`src/rtl/wbuf_pkg.sv`:
```
package wbuf_pkg;
  typedef enum logic [1:0] {
    RD_IDLE     = 2'd0,
    RD_MEM_REQ  = 2'd1,
    RD_MEM_WAIT = 2'd2,
    RD_RESP     = 2'd3
  } rd_state_e;
endpackage

```
`src/rtl/wbuf_store.sv`:
```
module wbuf_store #(
  parameter int ADDR_W = 16,
  parameter int DATA_W = 32,
  parameter int DEPTH  = 4,
  localparam int PTR_W = $clog2(DEPTH),
  localparam int CNT_W = $clog2(DEPTH + 1)
) (
  input  logic                           clk,
  input  logic                           rst_n,
  input  logic                           push,
  input  logic [ADDR_W-1:0]              push_addr,
  input  logic [DATA_W-1:0]              push_data,
  input  logic                           pop,
  output logic [DEPTH-1:0]               slot_vld,
  output logic [DEPTH-1:0][ADDR_W-1:0]   slot_addr,
  output logic [DEPTH-1:0][DATA_W-1:0]   slot_data,
  output logic [PTR_W-1:0]               head,
  output logic [ADDR_W-1:0]              head_addr,
  output logic [DATA_W-1:0]              head_data,
  output logic [CNT_W-1:0]               occ,
  output logic                           full,
  output logic                           empty
);
  logic [PTR_W-1:0] tail;

  // ring pointers and occupancy
  always_ff @(posedge clk) begin
    if (!rst_n) begin
      head <= '0;
      tail <= '0;
      occ  <= '0;
    end else begin
      if (push) tail <= tail + 1'b1;
      if (pop)  head <= head + 1'b1;
      occ <= occ + CNT_W'(push) - CNT_W'(pop);
    end
  end

  // one register set per slot
  for (genvar i = 0; i < DEPTH; i++) begin : g_slot
    always_ff @(posedge clk) begin
      if (!rst_n) begin
        slot_vld[i] <= 1'b0;
      end else if (push && tail == PTR_W'(i)) begin
        slot_vld[i] <= 1'b1;
      end else if (pop && head == PTR_W'(i)) begin
        slot_vld[i] <= 1'b0;
      end
    end

    always_ff @(posedge clk) begin
      if (push && tail == PTR_W'(i)) begin
        slot_addr[i] <= push_addr;
        slot_data[i] <= push_data;
      end
    end
  end

  assign head_addr = slot_addr[head];
  assign head_data = slot_data[head];
  assign full      = (occ == CNT_W'(DEPTH));
  assign empty     = (occ == '0);
endmodule

```
`src/rtl/wbuf_match.sv`:
```
module wbuf_match #(
  parameter int ADDR_W = 16,
  parameter int DATA_W = 32,
  parameter int DEPTH  = 4,
  localparam int PTR_W = $clog2(DEPTH)
) (
  input  logic [DEPTH-1:0]             slot_vld,
  input  logic [DEPTH-1:0][ADDR_W-1:0] slot_addr,
  input  logic [DEPTH-1:0][DATA_W-1:0] slot_data,
  input  logic [PTR_W-1:0]             head,
  input  logic [ADDR_W-1:0]            q_addr,
  output logic                         hit,
  output logic [DATA_W-1:0]            hit_data
);
  logic [DEPTH-1:0] eq;

  for (genvar i = 0; i < DEPTH; i++) begin : g_cmp
    assign eq[i] = slot_vld[i] && (slot_addr[i] == q_addr);
  end

  // walk oldest to youngest; a later (younger) match overrides an earlier one
  always_comb begin
    hit      = 1'b0;
    hit_data = '0;
    for (int k = 0; k < DEPTH; k++) begin
      logic [PTR_W-1:0] idx;
      idx = head + PTR_W'(k);
      if (eq[idx]) begin
        hit      = 1'b1;
        hit_data = slot_data[idx];
      end
    end
  end
endmodule

```
`src/rtl/wbuf_ctrl.sv`:
```
module wbuf_ctrl
  import wbuf_pkg::*;
#(
  parameter int ADDR_W = 16,
  parameter int DATA_W = 32
) (
  input  logic              clk,
  input  logic              rst_n,
  input  logic              rd_valid,
  input  logic              rd_victim,
  input  logic [ADDR_W-1:0] rd_addr,
  output logic              rd_ready,
  output logic              rd_fire,
  input  logic              wr_valid,
  output logic              wr_ready,
  output logic              wr_fire,
  input  logic              full,
  input  logic              empty,
  input  logic              hit,
  input  logic [DATA_W-1:0] hit_data,
  input  logic [ADDR_W-1:0] head_addr,
  input  logic [DATA_W-1:0] head_data,
  output logic              pop,
  output logic              mem_req_valid,
  input  logic              mem_req_ready,
  output logic              mem_req_we,
  output logic [ADDR_W-1:0] mem_req_addr,
  output logic [DATA_W-1:0] mem_req_wdata,
  input  logic              mem_rsp_valid,
  input  logic [DATA_W-1:0] mem_rsp_data,
  output logic              rsp_valid,
  output logic [DATA_W-1:0] rsp_data
);
  rd_state_e         state;
  logic [ADDR_W-1:0] rd_addr_q;
  logic              drain;

  assign rd_ready = (state == RD_IDLE) && (!rd_victim || !full);
  assign rd_fire  = rd_valid && rd_ready;
  // a victim push owns the single enqueue slot in its cycle
  assign wr_ready = !full && !(rd_fire && rd_victim);
  assign wr_fire  = wr_valid && wr_ready;

  // writes may use the port only when no read is being taken or in flight
  assign drain         = (state == RD_IDLE) && !rd_fire && !empty;
  assign mem_req_valid = (state == RD_MEM_REQ) || drain;
  assign mem_req_we    = (state != RD_MEM_REQ);
  assign mem_req_addr  = (state == RD_MEM_REQ) ? rd_addr_q : head_addr;
  assign mem_req_wdata = head_data;
  assign pop           = drain && mem_req_ready;

  assign rsp_valid = (state == RD_RESP);

  always_ff @(posedge clk) begin
    if (!rst_n) begin
      state     <= RD_IDLE;
      rd_addr_q <= '0;
      rsp_data  <= '0;
    end else begin
      unique case (state)
        RD_IDLE: if (rd_fire) begin
          if (hit) begin
            rsp_data <= hit_data;
            state    <= RD_RESP;
          end else begin
            rd_addr_q <= rd_addr;
            state     <= RD_MEM_REQ;
          end
        end
        RD_MEM_REQ:  if (mem_req_ready) state <= RD_MEM_WAIT;
        RD_MEM_WAIT: if (mem_rsp_valid) begin
          rsp_data <= mem_rsp_data;
          state    <= RD_RESP;
        end
        RD_RESP:     state <= RD_IDLE;
        default:     state <= RD_IDLE;
      endcase
    end
  end
endmodule

```
`src/rtl/wbuf_bypass.sv`:
```
module wbuf_bypass #(
  parameter int ADDR_W = 16,
  parameter int DATA_W = 32,
  parameter int DEPTH  = 4,
  localparam int PTR_W = $clog2(DEPTH),
  localparam int CNT_W = $clog2(DEPTH + 1)
) (
  input  logic              clk,
  input  logic              rst_n,
  input  logic              wr_valid,
  output logic              wr_ready,
  input  logic [ADDR_W-1:0] wr_addr,
  input  logic [DATA_W-1:0] wr_data,
  input  logic              rd_valid,
  output logic              rd_ready,
  input  logic [ADDR_W-1:0] rd_addr,
  input  logic              rd_victim,
  input  logic [ADDR_W-1:0] rd_victim_addr,
  input  logic [DATA_W-1:0] rd_victim_data,
  output logic              rsp_valid,
  output logic [DATA_W-1:0] rsp_data,
  output logic              mem_req_valid,
  input  logic              mem_req_ready,
  output logic              mem_req_we,
  output logic [ADDR_W-1:0] mem_req_addr,
  output logic [DATA_W-1:0] mem_req_wdata,
  input  logic              mem_rsp_valid,
  input  logic [DATA_W-1:0] mem_rsp_data
);
  logic [DEPTH-1:0]             slot_vld;
  logic [DEPTH-1:0][ADDR_W-1:0] slot_addr;
  logic [DEPTH-1:0][DATA_W-1:0] slot_data;
  logic [PTR_W-1:0]             head;
  logic [ADDR_W-1:0]            head_addr;
  logic [DATA_W-1:0]            head_data;
  logic [CNT_W-1:0]             occ;
  logic                         full, empty;
  logic                         hit;
  logic [DATA_W-1:0]            hit_data;
  logic                         rd_fire, wr_fire, pop;
  logic                         push;
  logic [ADDR_W-1:0]            push_addr;
  logic [DATA_W-1:0]            push_data;

  assign push      = wr_fire || (rd_fire && rd_victim);
  assign push_addr = (rd_fire && rd_victim) ? rd_victim_addr : wr_addr;
  assign push_data = (rd_fire && rd_victim) ? rd_victim_data : wr_data;

  wbuf_store #(.ADDR_W(ADDR_W), .DATA_W(DATA_W), .DEPTH(DEPTH)) u_store (
    .clk       (clk),
    .rst_n     (rst_n),
    .push      (push),
    .push_addr (push_addr),
    .push_data (push_data),
    .pop       (pop),
    .slot_vld  (slot_vld),
    .slot_addr (slot_addr),
    .slot_data (slot_data),
    .head      (head),
    .head_addr (head_addr),
    .head_data (head_data),
    .occ       (occ),
    .full      (full),
    .empty     (empty)
  );

  wbuf_match #(.ADDR_W(ADDR_W), .DATA_W(DATA_W), .DEPTH(DEPTH)) u_match (
    .slot_vld  (slot_vld),
    .slot_addr (slot_addr),
    .slot_data (slot_data),
    .head      (head),
    .q_addr    (rd_addr),
    .hit       (hit),
    .hit_data  (hit_data)
  );

  wbuf_ctrl #(.ADDR_W(ADDR_W), .DATA_W(DATA_W)) u_ctrl (
    .clk           (clk),
    .rst_n         (rst_n),
    .rd_valid      (rd_valid),
    .rd_victim     (rd_victim),
    .rd_addr       (rd_addr),
    .rd_ready      (rd_ready),
    .rd_fire       (rd_fire),
    .wr_valid      (wr_valid),
    .wr_ready      (wr_ready),
    .wr_fire       (wr_fire),
    .full          (full),
    .empty         (empty),
    .hit           (hit),
    .hit_data      (hit_data),
    .head_addr     (head_addr),
    .head_data     (head_data),
    .pop           (pop),
    .mem_req_valid (mem_req_valid),
    .mem_req_ready (mem_req_ready),
    .mem_req_we    (mem_req_we),
    .mem_req_addr  (mem_req_addr),
    .mem_req_wdata (mem_req_wdata),
    .mem_rsp_valid (mem_rsp_valid),
    .mem_rsp_data  (mem_rsp_data),
    .rsp_valid     (rsp_valid),
    .rsp_data      (rsp_data)
  );
endmodule

```
`config.mk`:
```
export PLATFORM = sky130hd
export DESIGN_NAME = wbuf_bypass
export DESIGN_NICKNAME = d
export VERILOG_FILES = /design/src/rtl/wbuf_pkg.sv /design/src/rtl/wbuf_store.sv /design/src/rtl/wbuf_match.sv /design/src/rtl/wbuf_ctrl.sv /design/src/rtl/wbuf_bypass.sv
export SDC_FILE = /design/constraint.sdc
export NUM_CORES = 1
export LEC_CHECK = 0
export BUFFER_PORTS_ARGS = -buffer_cell sky130_fd_sc_hd__buf_4
export CORE_ASPECT_RATIO = 0.6
export CORE_UTILIZATION = 45
export CTS_CLUSTER_DIAMETER = 150
export DETAILED_ROUTE_END_ITERATION = 12
export PLACE_DENSITY = 0.7
export SYNTH_ARGS = -nofsm -noshare
export SYNTH_HDL_FRONTEND = slang
export SYNTH_SLANG_ARGS = --single-unit
```
`constraint.sdc`:
```
create_clock -name clk -period 2.9 [get_ports clk]
set_input_delay 0.29 -clock clk [delete_from_list [all_inputs] [get_ports clk]]
set_output_delay 0.29 -clock clk [all_outputs]
set_load 0.01 [all_outputs]
```
# Word-level counts from Yosys, hierarchy flattened

Index checks and enable logic that the tools add are counted.

Register bits: 253
Bits in latches: 0
Bits in writable memories: 0
Memory bits (read-only): 0
Bits of input ports: 151
Output and inout port bits: 85
Word-level logic and storage cells: 134
Memories: 0

$add $sub $neg: 6
$mul: 0
Divide/modulo/power cells: 0
$lt $le $gt $ge: 4
Equal/unequal tests: 19
Shift operators: 0
Muxes and demuxes: 46
Bitwise gates (word level): 1
Reductions and logical operators: 40

Operators with widths:

| kind                                                       | number |
|---|---|
| 2-to-1 mux 32 bit                                          | 12 |
| binary-select mux 32 bit (select 2 bit)                    | 4 |
| == test 16 bit                                             | 4 |
| one-hot mux 32 bit (2 select lines)                        | 1 |
| 2-to-1 mux 16 bit                                          | 3 |
| binary-select mux 16 bit (select 2 bit)                    | 1 |
| logical AND 1 bit                                          | 20 |
| 2-to-1 mux 1 bit                                           | 16 |
| == test 2 bit, second input constant                       | 6 |
| less-than comparator 2 x 3 -> 1 bit, second input constant | 4 |
| nonzero test 2 bit                                         | 5 |
| binary-select mux 1 bit (select 2 bit)                     | 4 |
| 2-to-1 mux 2 bit                                           | 4 |
| one-hot mux 2 bit (4 select lines)                         | 1 |
| == test 2 x 1 -> 1 bit, second input constant              | 3 |
| logical NOT 2 bit                                          | 3 |
| != test 2 bit, second input constant                       | 3 |
| AND reduction 3 bit                                        | 2 |
| logical NOT 1 bit                                          | 5 |
| adder 2 x 1 -> 2 bit, second input constant                | 2 |
| adder 2 bit, second input constant                         | 2 |
| != test 2 x 1 -> 1 bit, second input constant              | 2 |
| AND reduction 4 bit                                        | 1 |
| adder 3 x 1 -> 3 bit                                       | 1 |
| other kinds (5)                                            | 7 |

# Depth between registers and ports, before layout

Word-level depth: 12
Gate-level depth with buffers: 13
Gate-level depth less buffers: 13

# Modules after synthesis

Synthesis repeated with hierarchy kept, for this count alone.

Cell total of the unflattened synthesis: 1297
Area, all modules: 15730.1 µm²

By module, submodules not included:

| module      | instances | cells an instance | area an instance (µm²) |
|---|---|---|---|
| wbuf_store  | 1         | 309               | 7587.3 |
| wbuf_match  | 1         | 596               | 4513.1 |
| wbuf_ctrl   | 1         | 337               | 3007.9 |
| wbuf_bypass | 1         | 55                | 621.8 |

# Least setup slack after synthesis

No wires, ideal clock.

Path type: reg-to-reg
From: register u_ctrl.state[0]
To: register u_store.slot_addr[0] (netlist name) (enable)
Arrival time: 2854 ps
Data required time: 2489 ps
Path slack: -366 ps
Stages on the path, launching flop included: 8
Path buffers: 0
Clock period less this slack: 3266 ps
Path through: dfxtp_1 > inv_1 > ha_1 > a21boi_0 > and2_1 > nand2_1 > o21ai_1 > and2_1

Word-level cells in the longest chain between the ends: 9

RTL lines:

| item                          | RTL line                           | RTL |
|---|---|---|
| start, declared               | wbuf_ctrl.sv:34                    | `rd_state_e state;` |
| start signal, assigned        | wbuf_ctrl.sv:56                    | `state <= RD_IDLE;` |
| start signal, assigned        | wbuf_ctrl.sv:64                    | `state <= RD_RESP;` |
| start signal, assigned        | wbuf_ctrl.sv:67                    | `state <= RD_MEM_REQ;` |
| logical NOT 2 bit (*)         | wbuf_ctrl.sv:38                    | `assign rd_ready = (state == RD_IDLE) && (!rd_victim \|\| !full);` |
| logical AND 1 bit (*)         | wbuf_ctrl.sv:38                    |  |
| net rd_ready                  | wbuf_bypass.sv:15                  | `output logic rd_ready,` |
| logical AND 1 bit (*)         | wbuf_ctrl.sv:39                    | `assign rd_fire = rd_valid && rd_ready;` |
| logical AND 1 bit (*)         | wbuf_ctrl.sv:41, wbuf_bypass.sv:45 |  |
| logical NOT 1 bit             | wbuf_ctrl.sv:41                    | `assign wr_ready = !full && !(rd_fire && rd_victim);` |
| logical AND 1 bit             | wbuf_ctrl.sv:41                    |  |
| logical AND 1 bit             | wbuf_ctrl.sv:42                    | `assign wr_fire = wr_valid && wr_ready;` |
| logical OR 1 bit (*)          | wbuf_bypass.sv:45                  | `assign push = wr_fire \|\| (rd_fire && rd_victim);` |
| net push                      | wbuf_bypass.sv:41                  | `logic push;` |
| logical AND 1 bit (*)         | wbuf_store.sv:52                   | `if (push && tail == PTR_W'(i)) begin` |
| end signal, assigned by index | wbuf_store.sv:53                   | `slot_addr[i] <= push_addr;` |
| end, declared                 | wbuf_store.sv:15                   | `output logic [DEPTH-1:0][ADDR_W-1:0] slot_addr,` |

The timed path passes the listed nets; every way through them passes the cells marked *.
A chain may end at the register's enable or synchronous reset.

# Final worst setup path

From: register u_store.slot_addr[56] (netlist name)
To: register u_ctrl.rsp_data[15]

Word-level cells in the longest chain between the ends: 11

RTL lines:

| item                                   | RTL line         | RTL |
|---|---|---|
| == test 16 bit (*)                     | wbuf_match.sv:18 | `assign eq[i] = slot_vld[i] && (slot_addr[i] == q_addr);` |
| logical AND 1 bit (*)                  | wbuf_match.sv:18 |  |
| binary-select mux 1 bit (select 2 bit) | wbuf_match.sv:28 | `if (eq[idx]) begin` |
| 2-to-1 mux 1 bit (implied by the code) | wbuf_match.sv:28 |  |
| 2-to-1 mux 32 bit (4 in series)        | wbuf_match.sv:28 |  |
| 2-to-1 mux 32 bit                      | wbuf_ctrl.sv:62  | `if (hit) begin` |
| 2-to-1 mux 32 bit                      | wbuf_ctrl.sv:61  | `RD_IDLE: if (rd_fire) begin` |
| one-hot mux 32 bit (2 select lines)    | wbuf_ctrl.sv:60  | `unique case (state)` |
| end signal, assigned                   | wbuf_ctrl.sv:63  | `rsp_data <= hit_data;` |
| end signal, assigned                   | wbuf_ctrl.sv:72  | `rsp_data <= mem_rsp_data;` |
| end, declared                          | wbuf_ctrl.sv:32  | `output logic [DATA_W-1:0] rsp_data` |

Every way passes the cells marked *; elsewhere a longest branch is shown, timed or not. The select of a mux whose other input is x is not followed.

==> impl_metrics.prom <==
# TYPE chip_impl_metric gauge
chip_impl_metric{name="met2RoutedLength",unit="um"} 19900
chip_impl_info{name="critical_path.reg2reg.endpoint",value="u_ctrl.rsp_data[15]$_SDFFE_PN0P_"} 1
chip_impl_metric{name="period_utilization_post_route",unit="%"} 99.9
chip_impl_metric{name="worst_hold_slack",unit="ps"} 67.6
chip_impl_metric{name="critPathRequiredTime",unit="ps"} 3340
chip_impl_metric{name="worst_ep_arrival_time",unit="ps"} 3340
chip_impl_metric{name="synth_edf_count",unit=""} 192
chip_impl_metric{name="globalplace.congestion",unit=""} 0.926
chip_impl_metric{name="globalRouteOverflowTotal",unit=""} 0
chip_impl_metric{name="placed_cell_area",unit="um^2"} 17000
chip_impl_metric{name="timing.reg2reg.setup_slack",unit="ps"} 2
chip_impl_metric{name="die_x",unit="um"} 233
chip_impl_metric{name="cts_num_sinks",unit=""} 253
chip_impl_metric{name="gr_usage_total",unit="%"} 27.0
chip_impl_metric{name="finalNetCount",unit=""} 1693
chip_impl_metric{name="power.total",unit="uW"} 16000
chip_impl_metric{name="min_period",unit="ps"} 2900
chip_impl_info{name="ys_dominant_reg_cell",value="sky130_fd_sc_hd__edfxtp_1"} 1
chip_impl_metric{name="synth_top_area_share",unit="%"} 40.0
chip_impl_metric{name="num_vias",unit=""} 12000
chip_impl_metric{name="hold_viol_final",unit=""} 0
chip_impl_metric{name="wirelength",unit="um"} 46800
chip_impl_metric{name="power-per-cell-area",unit="nW/um^2"} 876
chip_impl_metric{name="antenna_found_initial",unit=""} 1
chip_impl_metric{name="yosys_warnings",unit=""} 0
chip_impl_info{name="end_kind",value="register"} 1
chip_impl_metric{name="grt_pass1_vias",unit=""} 11300
chip_impl_metric{name="timing_worst_slew_pin_value",unit="ps"} 881
chip_impl_metric{name="antenna-diode-count",unit=""} 0
chip_impl_info{name="rsz0062_at_grt",value="yes"} 1
chip_impl_metric{name="i_o_pins",unit=""} 236
chip_impl_metric{name="route.detailed.drc",unit=""} 0
chip_impl_metric{name="ctsLongestPathBuffers",unit=""} 3
chip_impl_metric{name="die_area",unit="um^2"} 32800
chip_impl_info{name="crit_path_start",value="u_store.slot_addr[56]$_DFFE_PP_"} 1
chip_impl_metric{name="synth-seq-cells",unit=""} 253
chip_impl_metric{name="syn_area_per_cell",unit="um^2"} 11.0
chip_impl_metric{name="leakagePower",unit="uW"} 0.00659
chip_impl_metric{name="n_fill_cell",unit=""} 2552
chip_impl_metric{name="fmaxAchievable",unit="GHz"} 0.345
chip_impl_metric{name="setup-violations-final",unit=""} 0
chip_impl_info{name="tritoncts_clock_tree",value="done"} 1
chip_impl_metric{name="slew_headroom",unit="%"} 41.3
chip_impl_metric{name="post_synth_inst_count",unit=""} 1310
chip_impl_info{name="yosysTopAreaCell",value="sky130_fd_sc_hd__edfxtp_1"} 1
chip_impl_metric{name="grt_max_degree",unit=""} 87
chip_impl_info{name="class_of_the_tightest_hold_or_removal_check",value="in2reg"} 1
chip_impl_metric{name="antenna_violating_nets_post_route",unit=""} 0
chip_impl_metric{name="clkTransAtPathRegs",unit="ps"} 60
chip_impl_info{name="root_buf_cell",value="sky130_fd_sc_hd__clkbuf_16"} 1
chip_impl_info{name="topRoutingLayerUsed",value="met4"} 1
chip_impl_info{name="cp-endpoint",value="u_ctrl.rsp_data[15]$_SDFFE_PN0P_"} 1
chip_impl_metric{name="synthDistinctLibCells",unit=""} 49
chip_impl_metric{name="met1_length",unit="um"} 21100
chip_impl_metric{name="cts.hold.buffers_added",unit=""} 0
chip_impl_metric{name="detail_route.first_pass.iterations",unit=""} 5
chip_impl_metric{name="place_hpwl",unit="um"} 29800
chip_impl_metric{name="reg2reg_depth",unit=""} 12
chip_impl_metric{name="final_cell_area",unit="um^2"} 18200
chip_impl_info{name="post-synth-top-count-cell",value="sky130_fd_sc_hd__edfxtp_1"} 1
chip_impl_metric{name="initial_core_utilization",unit="%"} 46.0
chip_impl_metric{name="path_max_fanout",unit=""} 8
chip_impl_info{name="synth_top_cells_by_area",value="sky130_fd_sc_hd__edfxtp_1 (40%), sky130_fd_sc_hd__mux2_2 (8.9%), sky130_fd_sc_hd__dfxtp_1 (8.5%), sky130_fd_sc_hd__mux2i_1 (5.8%), sky130_fd_sc_hd__nand2_1 (4.8%)"} 1
chip_impl_metric{name="drive_above_1_share",unit="%"} 35.3
chip_impl_info{name="run_status",value="finished, final reports clean"} 1
chip_impl_info{name="critical_path.reg2reg.startpoint",value="u_store.slot_addr[56]$_DFFE_PP_"} 1
chip_impl_metric{name="syn2layout_area_growth",unit="%"} 26.5
chip_impl_metric{name="mappedNetlistNets",unit=""} 1475
chip_impl_info{name="yosys-top-cells-count",value="sky130_fd_sc_hd__edfxtp_1 (192), sky130_fd_sc_hd__nand2_1 (184), sky130_fd_sc_hd__mux2_2 (114)"} 1
chip_impl_metric{name="synth.cell_area",unit="um^2"} 14400
chip_impl_metric{name="numCtsBuffers",unit=""} 26
chip_impl_metric{name="wl_met3",unit="um"} 4710
chip_impl_metric{name="hold_depth",unit=""} 3
chip_impl_metric{name="port_buffers",unit=""} 235
chip_impl_metric{name="vdd_drop_max",unit="mV"} 0.452
chip_impl_metric{name="synth.yosys.seq_area_share",unit="%"} 48.4
chip_impl_metric{name="floorplan.rows",unit=""} 50
chip_impl_metric{name="timing.final.max_slew_violations",unit=""} 0
chip_impl_metric{name="tns",unit="ps"} 0
chip_impl_metric{name="drt-vias-per-instance",unit=""} 6.09
chip_impl_metric{name="layout.core_utilization",unit="%"} 58.2
chip_impl_info{name="crit_path_start_kind",value="register"} 1
chip_impl_metric{name="drtIter0Drc",unit=""} 1405
chip_impl_metric{name="wl_per_cell",unit="um"} 23.8
chip_impl_info{name="startpoint_to_endpoint_class_of_the_critical_path",value="reg2reg"} 1
chip_impl_metric{name="grt_pass1_wl",unit="um"} 67600
chip_impl_metric{name="async_s_r_ff_share_synth",unit="%"} 0
chip_impl_metric{name="placeableCoreArea",unit="um^2"} 31300
chip_impl_metric{name="drv_cap",unit=""} 0
chip_impl_metric{name="maximum_level_of_the_cts_h_tree",unit=""} 1
chip_impl_metric{name="height_of_the_die",unit="um"} 141
chip_impl_metric{name="clk-insertion-delay-late",unit="ps"} 550
chip_impl_metric{name="clock_skew",unit="ps"} 10.9
cell type report:
| cell class | count | area, um^2 | area share, % |
|---|---|---|---|
| multi-input cells | 930 | 7120 | 39.0 |
| clock inverters | 18 | 209 | 1.15 |
| repair buffers | 307 | 2660 | 14.6 |
| well taps | 416 | 520 | 2.85 |
| clock buffers | 30 | 697 | 3.82 |
| inverters | 10 | 37.5 | 0.206 |
| flip-flops and latches | 253 | 6990 | 38.3 |
metrics by stage:
step / cells / worst slack, ps
after detailed placement: 1901 / -120
after CTS: 1952 / 2.45
after global routing: 1964 / -37.3
final: 1964 / 2.08
after floorplan: 1310 / 19.7
after global placement: 1901 / -133
worst max-delay path: stages, from the launching register on:
cell and delay (ps):
sky130_fd_sc_hd__edfxtp_1 410, sky130_fd_sc_hd__xnor2_1 450, sky130_fd_sc_hd__nand3_1 150, sky130_fd_sc_hd__nor3_1 310, sky130_fd_sc_hd__buf_4 190, sky130_fd_sc_hd__a22o_1 140, sky130_fd_sc_hd__a221oi_2 70, sky130_fd_sc_hd__o31ai_4 290
sky130_fd_sc_hd__buf_6 160, sky130_fd_sc_hd__buf_12 110, sky130_fd_sc_hd__buf_12 140, sky130_fd_sc_hd__o2111ai_2 100, sky130_fd_sc_hd__o221a_2 260
power by group:
| part | switching, uW | internal [uW] | total, uW |
|---|---|---|---|
| logic | 3890 | 3210 | 7110 |
| clock network | 1450 | 2160 | 3610 |
| registers | 471 | 4800 | 5270 |
| total | 5810 | 10200 | 16000 |
routing by layer:
layer / GRT usage (%) / up-vias
li1: - / 5396
met3: 5.06 / 90
met4: 5.47 / 0
met5: 0 / -
met2: 39.3 / 641
met1: 41.6 / 5829
cells by family (layout without fill, tap and decap cells):
logic type | Yosys count | count (layout) | share of synthesized area [%]
simple gates | 356 | 356 | 10.9
compound gates | 278 | 278 | 14.4
flops | 253 | 253 | 48.4
mux | 213 | 213 | 17.2
buf+inv | 127 | 365 | 3.61
xor+xnor | 69 | 69 | 4.19
fa+ha+maj | 14 | 14 | 1.27
layout by cell type (no fill, tap or decap), types with 9 or more instances in the layout:
master                      synthesis  final
sky130_fd_sc_hd__nor2_1            72     72
sky130_fd_sc_hd__mux4_2            16     16
sky130_fd_sc_hd__buf_12             0     23
sky130_fd_sc_hd__mux2_2           114    114
sky130_fd_sc_hd__o32ai_1           32     32
sky130_fd_sc_hd__o221a_2           28     28
sky130_fd_sc_hd__clkinv_1           2      9
sky130_fd_sc_hd__a221oi_1          15     14
sky130_fd_sc_hd__o211ai_1          50     50
sky130_fd_sc_hd__dfxtp_1           61     59
sky130_fd_sc_hd__nand4_1           22     22
sky130_fd_sc_hd__nor3_1            21     21
sky130_fd_sc_hd__nor2b_1           23     23
sky130_fd_sc_hd__nand2_1          184    183
sky130_fd_sc_hd__clkbuf_16          0     30
sky130_fd_sc_hd__ha_1              13     11
sky130_fd_sc_hd__o2111ai_2          0      9
sky130_fd_sc_hd__xnor2_1           65     60
sky130_fd_sc_hd__a21oi_1          102    102
sky130_fd_sc_hd__buf_4              0    276
sky130_fd_sc_hd__and2_1            13      9
sky130_fd_sc_hd__a2bb2oi_1         15     15
sky130_fd_sc_hd__edfxtp_1         192    192
sky130_fd_sc_hd__mux2i_1           83     82
sequential cells by signal, summed over array words and instances (netlist names):
register,cells
u_ctrl.state,2
u_store.slot_data,128
u_ctrl.rsp_data,32
u_ctrl.rd_addr_q,16
u_store.head,2
u_store.occ,3
u_store.slot_vld,4
u_store.tail,2
u_store.slot_addr,64
timing repair:
| item | CTS | global route |
|---|---|---|
| setup endpoints to repair | 8 | 163 |
| gates cloned | 0 | 6 |
| gates resized for setup | 1 | 32 |
| setup buffers | 3 | 6 |
| pin swaps | 1 | 10 |
worst min path at each step:
stage | from | endpoint | slack (ps)
global placement | u_ctrl.rd_addr_q[4]$_SDFFE_PN0P_ | u_ctrl.rd_addr_q[4]$_SDFFE_PN0P_ | 500
finish | rd_addr[11] | u_ctrl.rd_addr_q[11]$_SDFFE_PN0P_ | 70
CTS | rd_addr[11] | u_ctrl.rd_addr_q[11]$_SDFFE_PN0P_ | 60
floorplan | u_ctrl.rd_addr_q[10]$_SDFFE_PN0P_ | u_ctrl.rd_addr_q[10]$_SDFFE_PN0P_ | 490
global route | rd_addr[14] | u_ctrl.rd_addr_q[14]$_SDFFE_PN0P_ | 80
detailed placement | u_ctrl.rd_addr_q[6]$_SDFFE_PN0P_ | u_ctrl.rd_addr_q[6]$_SDFFE_PN0P_ | 510
Power figures use the tool's default switching activity.
